**config.mk**
```make
export PLATFORM = sky130hd
export DESIGN_NAME = dual_link_dispatch
export DESIGN_NICKNAME = d
export VERILOG_FILES = /design/src/rtl/dld_pkg.sv /design/src/rtl/dld_watchdog.sv /design/src/rtl/dld_router.sv /design/src/rtl/dual_link_dispatch.sv
export SDC_FILE = /design/constraint.sdc
export NUM_CORES = 1
export LEC_CHECK = 0
export BUFFER_PORTS_ARGS = -buffer_cell sky130_fd_sc_hd__buf_2
export CAP_MARGIN = 0
export CORE_MARGIN = 8
export CORE_UTILIZATION = 51
export CTS_CLUSTER_DIAMETER = 200
export DETAILED_ROUTE_END_ITERATION = 10
export PLACE_DENSITY = 0.79
export SYNTH_ARGS = -nofsm -noshare
export SYNTH_HDL_FRONTEND = slang
export SYNTH_SLANG_ARGS = --single-unit
```
**constraint.sdc**
```tcl
create_clock -name clk -period 7.93 [get_ports clk]
set_input_delay 1.1895 -clock clk [delete_from_list [all_inputs] [get_ports clk]]
set_output_delay 1.1895 -clock clk [all_outputs]
set_load 0.02 [all_outputs]
```
**src/rtl/dld_pkg.sv**
```systemverilog
package dld_pkg;

    // Where the offered message goes in the current cycle.
    typedef enum logic [1:0] {
        ROUTE_HOLD = 2'd0,
        ROUTE_CH0  = 2'd1,
        ROUTE_CH1  = 2'd2,
        ROUTE_DROP = 2'd3
    } route_e;

    function automatic route_e route_of(input logic ch);
        return ch ? ROUTE_CH1 : ROUTE_CH0;
    endfunction

endpackage

```
**src/rtl/dld_watchdog.sv**
```systemverilog
module dld_watchdog #(
    parameter int TMR_W = 16
) (
    input  logic             clk,
    input  logic             rst_n,
    input  logic [TMR_W-1:0] limit,
    input  logic             ref_seen,
    input  logic             recover,
    output logic             down,
    output logic             down_pulse
);

    typedef struct packed {
        logic [TMR_W-1:0] cnt;
        logic             down;
        logic             armed;
        logic             pulse;
    } wd_state_t;

    wd_state_t st_d, st_q;

    always_comb begin
        st_d       = st_q;
        st_d.pulse = 1'b0;
        if (!st_q.down) begin
            if (ref_seen) begin
                st_d.cnt = '0;
            end else if (({1'b0, st_q.cnt} + 1'b1) >= {1'b0, limit}) begin
                st_d.cnt   = '0;
                st_d.down  = 1'b1;
                st_d.armed = 1'b0;
                st_d.pulse = 1'b1;
            end else begin
                st_d.cnt = st_q.cnt + 1'b1;
            end
        end else begin
            if (st_q.armed && ref_seen) begin
                st_d.down  = 1'b0;
                st_d.armed = 1'b0;
                st_d.cnt   = '0;
            end else if (recover) begin
                st_d.armed = 1'b1;
            end
        end
    end

    always_ff @(posedge clk) begin
        if (!rst_n) st_q <= '0;
        else        st_q <= st_d;
    end

    assign down       = st_q.down;
    assign down_pulse = st_q.pulse;

    // a reference pulse on a healthy channel keeps it healthy next cycle
    a_r4_ref_keeps_alive: assert property (@(posedge clk) disable iff (!rst_n)
        (!down && ref_seen) |=> !down);
    // the report pulse only accompanies a fresh failure and lasts one cycle
    a_r5_pulse_on_fall: assert property (@(posedge clk) disable iff (!rst_n)
        $rose(down) |-> down_pulse);
    a_r5_pulse_single: assert property (@(posedge clk) disable iff (!rst_n)
        down_pulse |=> !down_pulse);
    a_r5_pulse_means_down: assert property (@(posedge clk) disable iff (!rst_n)
        down_pulse |-> down);
    // without an earlier recovery request a downed channel stays down
    a_r9_no_silent_return: assert property (@(posedge clk) disable iff (!rst_n)
        (down && !st_q.armed) |=> down);

endmodule

```
**src/rtl/dld_router.sv**
```systemverilog
module dld_router
    import dld_pkg::*;
#(
    parameter int CNT_W = 8
) (
    input  logic             clk,
    input  logic             rst_n,
    input  logic             msg_valid,
    input  logic             msg_urgent,
    input  logic [1:0]       link_ok,
    input  logic [1:0]       ch_ready,
    output logic             msg_ready,
    output logic [1:0]       ch_valid,
    output logic [CNT_W-1:0] drop_count
);

    localparam logic [CNT_W-1:0] CNT_MAX = '1;

    typedef struct packed {
        logic             rr;
        logic [CNT_W-1:0] drops;
    } rt_state_t;

    rt_state_t st_d, st_q;
    route_e    route;

    // Route decision for the offered message.
    always_comb begin
        route = ROUTE_HOLD;
        if (msg_valid) begin
            unique case (link_ok)
                2'b11: begin
                    if (ch_ready[st_q.rr])       route = route_of(st_q.rr);
                    else if (ch_ready[~st_q.rr]) route = route_of(~st_q.rr);
                end
                2'b01, 2'b10: begin
                    if (!msg_urgent)                  route = ROUTE_DROP;
                    else if (ch_ready[link_ok[1]])    route = route_of(link_ok[1]);
                end
                default: route = ROUTE_DROP;
            endcase
        end
    end

    always_comb begin
        st_d = st_q;
        if (route == ROUTE_CH0) st_d.rr = 1'b1;
        if (route == ROUTE_CH1) st_d.rr = 1'b0;
        if (route == ROUTE_DROP && !msg_urgent && st_q.drops != CNT_MAX)
            st_d.drops = st_q.drops + 1'b1;
    end

    always_ff @(posedge clk) begin
        if (!rst_n) st_q <= '0;
        else        st_q <= st_d;
    end

    assign ch_valid[0] = (route == ROUTE_CH0);
    assign ch_valid[1] = (route == ROUTE_CH1);
    assign msg_ready   = (route != ROUTE_HOLD);
    assign drop_count  = st_q.drops;

    // never offer to a downed channel
    a_r6_no_dead_channel: assert property (@(posedge clk) disable iff (!rst_n)
        (ch_valid & ~link_ok) == 2'b00);
    // at most one channel receives a message
    a_r3_one_target: assert property (@(posedge clk) disable iff (!rst_n)
        $onehot0(ch_valid));
    // single-channel mode discards non-urgent traffic at once
    a_r7_shed: assert property (@(posedge clk) disable iff (!rst_n)
        ($countones(link_ok) == 1 && msg_valid && !msg_urgent) |-> (msg_ready && ch_valid == 2'b00));
    // nothing leaves when both channels are down
    a_r8_total_drop: assert property (@(posedge clk) disable iff (!rst_n)
        (link_ok == 2'b00 && msg_valid) |-> (msg_ready && ch_valid == 2'b00));
    // the drop tally never decreases
    a_r10_monotone: assert property (@(posedge clk) disable iff (!rst_n)
        1'b1 |=> drop_count >= $past(drop_count));

endmodule

```
**src/rtl/dual_link_dispatch.sv**
```systemverilog
module dual_link_dispatch
    import dld_pkg::*;
#(
    parameter int DATA_W = 8,
    parameter int TMR_W  = 16,
    parameter int CNT_W  = 8
) (
    input  logic              clk,
    input  logic              rst_n,
    input  logic [TMR_W-1:0]  cfg_timeout,
    input  logic              msg_valid,
    output logic              msg_ready,
    input  logic [DATA_W-1:0] msg_data,
    input  logic              msg_urgent,
    output logic [1:0]        ch_valid,
    input  logic [1:0]        ch_ready,
    output logic [DATA_W-1:0] ch0_data,
    output logic [DATA_W-1:0] ch1_data,
    input  logic [1:0]        ref_pulse,
    input  logic [1:0]        recover_req,
    output logic [1:0]        link_ok,
    output logic [1:0]        fail_pulse,
    output logic              total_fail,
    output logic [CNT_W-1:0]  drop_count
);

    localparam int N_CH = 2;

    logic [N_CH-1:0] down;

    for (genvar i = 0; i < N_CH; i++) begin : g_wd
        dld_watchdog #(.TMR_W(TMR_W)) u_wd (
            .clk        (clk),
            .rst_n      (rst_n),
            .limit      (cfg_timeout),
            .ref_seen   (ref_pulse[i]),
            .recover    (recover_req[i]),
            .down       (down[i]),
            .down_pulse (fail_pulse[i])
        );
    end

    assign link_ok    = ~down;
    assign total_fail = &down;

    dld_router #(.CNT_W(CNT_W)) u_rt (
        .clk        (clk),
        .rst_n      (rst_n),
        .msg_valid  (msg_valid),
        .msg_urgent (msg_urgent),
        .link_ok    (link_ok),
        .ch_ready   (ch_ready),
        .msg_ready  (msg_ready),
        .ch_valid   (ch_valid),
        .drop_count (drop_count)
    );

    assign ch0_data = msg_data;
    assign ch1_data = msg_data;

    // total failure flag agrees with the per-channel health
    a_r8_total_flag: assert property (@(posedge clk) disable iff (!rst_n)
        total_fail |-> (link_ok == 2'b00 && ch_valid == 2'b00));

endmodule

```
# --- Word level (Yosys, flattened, before mapping) ---
# Cells that the tools add are included.
classes:
  addsub: 5
  n_lt_le_gt_ge: 5
  eq_ne: 13
  muxes: 31
  bitwise: 3
  reduce_logical: 15
op_table:
  columns: ["cell", "n"]
  rows:
  - ["2-to-1 mux 16 bit", 4]
  - ["2-to-1 mux 18 bit", 2]
  - ["adder 16 x 1 -> 17 bit, second input constant", 2]
  - ["greater-or-equal comparator 17 x 16 -> 1 bit", 2]
  - ["2-to-1 mux 17 bit", 2]
  - ["adder 16 x 1 -> 16 bit, second input constant", 2]
  - ["2-to-1 mux 2 bit", 8]
  - ["2-to-1 mux 3 bit", 4]
  - ["2-to-1 mux 1 bit", 10]
  - ["adder 8 x 1 -> 8 bit, second input constant", 1]
  - ["equality test 2 bit, second input constant", 4]
  - ["!= test 8 bit, second input constant", 1]
  - ["less-than comparator 1 x 2 -> 1 bit, second input constant", 3]
  - ["!= test 3 bit, second input constant", 2]
  - ["AND reduction 3 bit", 2]
  - ["nonzero test 2 bit", 3]
  - ["OR reduction 3 bit", 2]
  - ["equality test 2 x 1 -> 1 bit, second input constant", 2]
  - ["logical AND 1 bit", 4]
  - ["!= test 2 x 1 -> 1 bit, second input constant", 2]
  - ["!= test 2 bit, second input constant", 2]
  - ["one-hot mux 2 bit (2 select lines)", 1]
  - ["OR reduction 2 bit", 2]
  - ["NOT 1 bit", 2]
  - ["3 further kinds", 3]
word_totals:
  regBits: 47
  word_cells: 82

# --- Longest topological paths before layout ---
# Gate-level depths: netlist of run 1.
depth:
  depth_word: 10
  mapped_depth: 14

# --- Cells and area by module ---
# Synthesis of run 1 repeated with hierarchy kept, for this count alone.
unflattened:
  hier_cells: 438
  area_unflattened_um2: 3563.4
by_module_without_submodules:
  columns: ["module", "instances", "cells_per_inst", "area_each_um2", "seq_area_each_um2"]
  rows:
  - ["dld_watchdog at g_wd[1].u_wd", 1, 175, 1416.4, 380.4]
  - ["dld_watchdog at g_wd[0].u_wd", 1, 165, 1352.5, 380.4]
  - ["dld_router", 1, 79, 660.6, 180.2]
  - ["dual_link_dispatch", 1, 19, 133.9, 0.0]

# --- Worst setup path after synthesis of run 1 ---
# Ideal clock, no wire load.
synth_timing:
  kind: "input to output"
  from: "input port msg_urgent"
  to: "output port ch_valid[0]"
  arrival_time_ns: 2.190
  required_time_ns: 6.740
  setup_slack_ns: 4.550
  stages: 5
  path_cell_list: "a21bo_2 a221oi_1 nor2b_1 clkbuf_1 and2_1"
synth_via:
  elab_chain_len: 4
synth_lines:
  columns: ["element", "line", "rtl"]
  rows:
  - ["start, declared", "dual_link_dispatch.sv:14", "input logic msg_urgent,"]
  - ["2-to-1 mux 2 bit", "dld_router.sv:37", "if (!msg_urgent) route = ROUTE_DROP;"]
  - ["one-hot mux 2 bit (2 select lines)", "dld_router.sv:31", "unique case (link_ok)"]
  - ["2-to-1 mux 2 bit", "dld_router.sv:30", "if (msg_valid) begin"]
  - ["equality test 2 x 1 -> 1 bit", "dld_router.sv:58", "assign ch_valid[0] = (route == ROUTE_CH0);"]
  - ["end, declared", "dual_link_dispatch.sv:15", "output logic [1:0] ch_valid,"]
# Every way passes these cells.

# --- Worst setup path after layout of run 1 ---
# Same ends and word-level chain as after synthesis.

==> impl_metrics.tcl, run 1 <==
set metrics [dict create \
    synth_edf_count 0 \
    critPathArrivalTime_ps 2440 \
    numCtsBuffers 5 \
    cp-start-kind "input pin" \
    syn_area_sq_um 3450 \
    drc_errors 0 \
    busiest_layer "met2" \
    h-tree-depth 2 \
    dieArea_sq_um 9650 \
    postCtsHoldBufs 0 \
    yosysSeqAreaShare 0.273 \
    max_slew_margin 0.248 \
    final_common_cell "dfxtp_1" \
    setup-violations-final 0 \
    synth_area_leaders "dfxtp_1, ha_1, buf_4" \
    gp_congestion 0.864 \
    outcome "finished, final reports clean" \
    clk_root_buffer_cell "clkbuf_8" \
    vdd_drop_max_uv 89.3 \
    critPathRequiredTime_ps 6740 \
    grt_use_met2 0.271 \
    cts.sinks 47 \
    slew_violations 0 \
    ant_nets 0 \
    synth_cell_types 54 \
    met3_usage 0.0299 \
    first_iter_violations 126 \
    utilization 0.541 \
    antenna_cells 0 \
    fin_crit_sh 0.458 \
    route.vias.total 2918 \
    port_buffers 41 \
    wire_per_inst_um 15.1 \
    synth_compound_area_frac 0.197 \
    cts_buffer_depth 2 \
    synth_top_family_by_area "simple AND/OR/NAND/NOR gates" \
    synthAdderAreaFrac 0.138 \
    synthXorXnorAreaFrac 0.0736 \
    initial_core_util 0.516 \
    holdWs_ps 489 \
    tightest_slew_ps 1120 \
    skew_ps 5.86 \
    grt.total_usage 0.156 \
    final_cell_mix "dfxtp_1, buf_2, ha_1, nand2_1, xnor2_1" \
    cp_max_fo 8 \
    crit_chain "buf_2 > a21bo_2 > a221oi_1 > nor2b_1 > and2_1 > buf_2" \
    clk_latency_ps 300 \
    synth_largest_area_cell "dfxtp_1" \
    max_cap_viol_count 0 \
    synth_seq_cells 47 \
    grt_max_degree 19 \
    yosys_warnings 0 \
    syn_area_per_cell_sq_um 8.56 \
    postCtsSetupBuffers 0 \
    crit_type "in2out" \
    synth_fp_nets 475 \
    crit_buf_inv 2 \
    rows 30 \
    met1_usage 0.188 \
    regArea_sq_um 941 \
    min_path_type "reg2reg" \
    cp_top_family "compound AO/OA/AOI/OAI gates" \
    synthSimpleGateAreaFrac 0.226 \
    synth_top_flop_cell "dfxtp_1" \
    multiInputGateArea_sq_um 2190 \
    cpMostUsedCell "buf_2" \
    antenna_found_initial 0 \
    grt_first_pass_wirelength_mm 12.7 \
    dieWidth_um 98.2 \
    ys_async_sr_fraction 0 \
    placed_area_sq_um 3520 \
    p_leak_nw 1.58 \
    cts_tree "built" \
    synthCells 403 \
    dr.pass1.iters 4 \
    dpl_worst_slack_ps 4280 \
    overflow 0 \
    layout_min_cycle_time_ps 3630 \
    power.density_nw_per_um2 122 \
    area_growth_pct 4.72 \
    hpwlAfterDp_mm 5.96 \
    finalWorstSetupSlack_ps 4300 \
    fin_nets 488 \
    fillers 615 \
    fmax_mhz 275 \
    drive_above_1_share 0.158 \
    hold_violations 0 \
    drt-total-wl_mm 7.53 \
    final_area_sq_um 3610 \
    slowest_delay_ps 340 \
    first_global_vias 2791 \
    tns_ps 0 \
    cts-resized-gates 0 \
    synthMuxAreaShare 0 \
    fp.dieH_um 98.2 \
    crit_slowest_cell "a221oi_1" \
    ioPinCount 66 \
    cp-end-kind "primary output" \
    rsz0062_at_grt "false" \
    yosysTopAreaCellShare 0.273 \
    coreArea_sq_um 6680 \
    vias_per_cell 5.87 \
    clkTransAtPathRegs_ps 90 \
]
[report_power, final]
group | switching [mW] | internal (mW) | total, mW
sequential | 0.00413 | 0.239 | 0.243
combinational | 0.0292 | 0.0218 | 0.0510
clock | 0.0854 | 0.0615 | 0.147
total | 0.119 | 0.322 | 0.441
[kinds of logic after synthesis]
family	after synthesis
simple gates	146
fa+ha+maj	38
compound gates	87
buf+inv	56
flops	47
xor+xnor	29
[state kept, by name, indices dropped and copies added (netlist names)]
| name | cells |
|---|---|
| g_wd.u_wd.st_q | 34 |
| u_rt.drop_count | 8 |
| g_wd.u_wd.down_pulse | 2 |
| u_rt.st_q | 1 |
| g_wd.u_wd.down | 2 |
[layer usage]
layer  wire, um  vias up
met4         82        0
met2       3760       67
met5          0        -
met3        346        7
li1           -     1474
met1       3340     1370
[stage by stage]
step	std cells	power [mW]
2_1_floorplan	403	0.294
3_3_place_gp	489	0.297
3_5_place_dp	489	0.300
4_1_cts	497	0.444
5_1_grt	497	0.461
6_report	497	0.441
[Yosys cell counts, types with 8 or more instances]
| master | n |
|---|---|
| xor2_1 | 8 |
| a22o_1 | 11 |
| nor2_1 | 19 |
| buf_4 | 26 |
| inv_1 | 20 |
| and2_1 | 11 |
| xnor2_1 | 21 |
| a32o_1 | 10 |
| nand3_1 | 19 |
| nand2_1 | 37 |
| nor2b_1 | 8 |
| a21oi_1 | 16 |
| ha_1 | 38 |
| dfxtp_1 | 47 |
| nand4_1 | 17 |
[final timing paths]
kind	end	depth (start not counted)	slack [ps]	startpoint
worst max register to register	g_wd[0].u_wd.st_q[16]	12	4300	g_wd[0].u_wd.st_q[5]
worst min register to register	u_rt.drop_count[1]	2	490	u_rt.drop_count[1]
worst min-delay path	u_rt.drop_count[1]	2	490	u_rt.drop_count[1]
worst max-delay path	ch_valid[0]	6	4300	msg_urgent
[layout make-up]
cell class,instances,area share
multi-input cells,300,0.608
clock buffers,5,0.0191
inverters,20,0.0208
repair buffers,42,0.0589
flip-flops and latches,47,0.260
clock inverters,3,0.00554
well taps,80,0.0277
[tightest hold or removal path: stages, from the launching register on]
cell and delay [ps]:
dfxtp_1 340, nand2_1 60, a21boi_1 50
Power figures use the tool's default switching activity.
==> inputs of run 2 (changes only) <==
==> constraint.sdc (replaced) <==
create_clock -name clk -period 3.7 [get_ports clk]
set_input_delay 0.555 -clock clk [delete_from_list [all_inputs] [get_ports clk]]
set_output_delay 0.555 -clock clk [all_outputs]
set_load 0.02 [all_outputs]
==> impl_metrics.tcl, run 2 (same netlist as run 1, synthesis figures left out) <==
set metrics [dict create \
    outcome "finished, final reports clean" \
    critPathArrivalTime_ps 3470 \
    grt.total_usage 0.157 \
    ioPinCount 66 \
    cp_max_fo 6 \
    max_slew_margin 0.567 \
    power.density_nw_per_um2 258 \
    grt_max_degree 19 \
    cts_buffer_depth 2 \
    coreArea_sq_um 6680 \
    clk_root_buffer_cell "clkbuf_8" \
    route.vias.total 2905 \
    area_growth_pct 5.55 \
    largest_register_ffs 34 \
    fin_crit_sh 0.885 \
    final_cells 501 \
    slowest_delay_ps 530 \
    crit_type "reg2reg" \
    crit_buf_inv 1 \
    min_path_type "reg2reg" \
    first_iter_violations 141 \
    clk_latency_ps 290 \
    cts-resized-gates 0 \
    p_leak_nw 1.60 \
    slew_violations 0 \
    initial_core_util 0.516 \
    fp.dieH_um 98.2 \
    final_common_cell "dfxtp_1" \
    tightest_slew_ps 647 \
    vdd_drop_max_uv 217 \
    drc_errors 0 \
    antenna_found_initial 0 \
    hold_violations 0 \
    critPathRequiredTime_ps 3890 \
    regArea_sq_um 941 \
    drt-total-wl_mm 7.57 \
    cts_tree "built" \
    hpwlAfterDp_mm 6.05 \
    ant_nets 0 \
    crit_chain "and4_4 > and2_1 > nand4_1 > nor2_1 > xor2_1 > ha_1 > nand4_1 > nor4_1 > a211oi_1 > o211ai_2 > nor2_1 > buf_4 > a22o_1" \
    setup-violations-final 0 \
    dieWidth_um 98.2 \
    cts.sinks 47 \
    grt_first_pass_wirelength_mm 12.8 \
    antenna_cells 0 \
    h-tree-depth 2 \
    placed_area_sq_um 3550 \
    skew_ps 9.25 \
    postCtsHoldBufs 0 \
    dr.pass1.iters 4 \
    port_buffers 41 \
    max_cap_viol_count 0 \
    fillers 595 \
    first_global_vias 2771 \
    clkTransAtPathRegs_ps 90 \
    fmax_mhz 305 \
    placed_cells 493 \
    layout_min_cycle_time_ps 3280 \
    utilization 0.545 \
    dieArea_sq_um 9650 \
    tns_ps 0 \
    final_area_sq_um 3640 \
    rows 30 \
    multiInputGateArea_sq_um 2190 \
    cp-end-kind "flop" \
    gp_congestion 0.889 \
    fin_nets 492 \
    rsz0062_at_grt "false" \
    cp-start-kind "flop" \
    postCtsSetupBuffers 0 \
    numCtsBuffers 5 \
    cp_top_family "simple AND/OR/NAND/NOR gates" \
    top_register "g_wd.u_wd.st_q" \
    crit_slowest_cell "nor4_1" \
    vias_per_cell 5.80 \
    wire_per_inst_um 15.1 \
    drive_above_1_share 0.166 \
    overflow 0 \
    final_cell_mix "dfxtp_1, buf_2, ha_1, nand2_1, xnor2_1" \
]
==> run 2: cell count changes in the layout (fill, tap and decap cells not counted), sizes merged <==
cell      previous run  this run
buf                 42        46
clkinv               1         2
clkinvlp             2         0
inv                 20        21
==> run 2: layout make-up <==
| class | count | area share |
|---|---|---|
| Multi-Input combinational cell | 300 | 0.603 |
| Sequential cell | 47 | 0.258 |
| Timing Repair Buffer | 46 | 0.0667 |
| Tap cell | 80 | 0.0275 |
| Inverter | 20 | 0.0206 |
| Clock buffer | 5 | 0.0189 |
| Clock inverter | 3 | 0.00515 |
==> run 2: metrics by stage <==
step | worst slack, ps | power (mW) | hold WS [ps]
after global placement | 546 | 0.641 | 467
final | 425 | 0.940 | 501
after global routing | 136 | 0.985 | 530
after CTS | 444 | 0.954 | 501
after detailed placement | 481 | 0.646 | 484
after floorplan | 848 | 0.630 | 453
==> run 2: report_power, final <==
part / switching [mW] / internal (mW)
clock: 0.172 / 0.133
sequential: 0.00945 / 0.512
combinational: 0.0644 / 0.0491
==> run 2: path summary, 6_finish.rpt <==
kind / to / slack (ps) / from / depth (start not counted)
setup / recovery: g_wd[0].u_wd.st_q[9] / 420 / g_wd[0].u_wd.st_q[5] / 13
hold / removal: u_rt.drop_count[1] / 500 / u_rt.drop_count[1] / 2
setup reg to reg: g_wd[0].u_wd.st_q[9] / 420 / g_wd[0].u_wd.st_q[5] / 13
hold reg to reg: u_rt.drop_count[1] / 500 / u_rt.drop_count[1] / 2
==> run 2: metal layers <==
| metal | share of wire | vias to the layer above | GRT usage |
|---|---|---|---|
| met1 | 0.45 | 1360 | 0.190 |
| met3 | 0.040 | 4 | 0.0306 |
| met2 | 0.50 | 58 | 0.277 |
| met5 | 0 | - | 0 |
| li1 | - | 1483 | - |
| met4 | 0.0073 | 0 | 0.0401 |
==> run 2: worst register-to-register path, stage by stage (launching register included) <==
cell	delay, ps
dfxtp_1	440
and4_4	290
and2_1	170
nand4_1	250
nor2_1	200
xor2_1	110
ha_1	320
nand4_1	140
nor4_1	530
a211oi_1	130
o211ai_2	140
nor2_1	90
buf_4	160
a22o_1	230
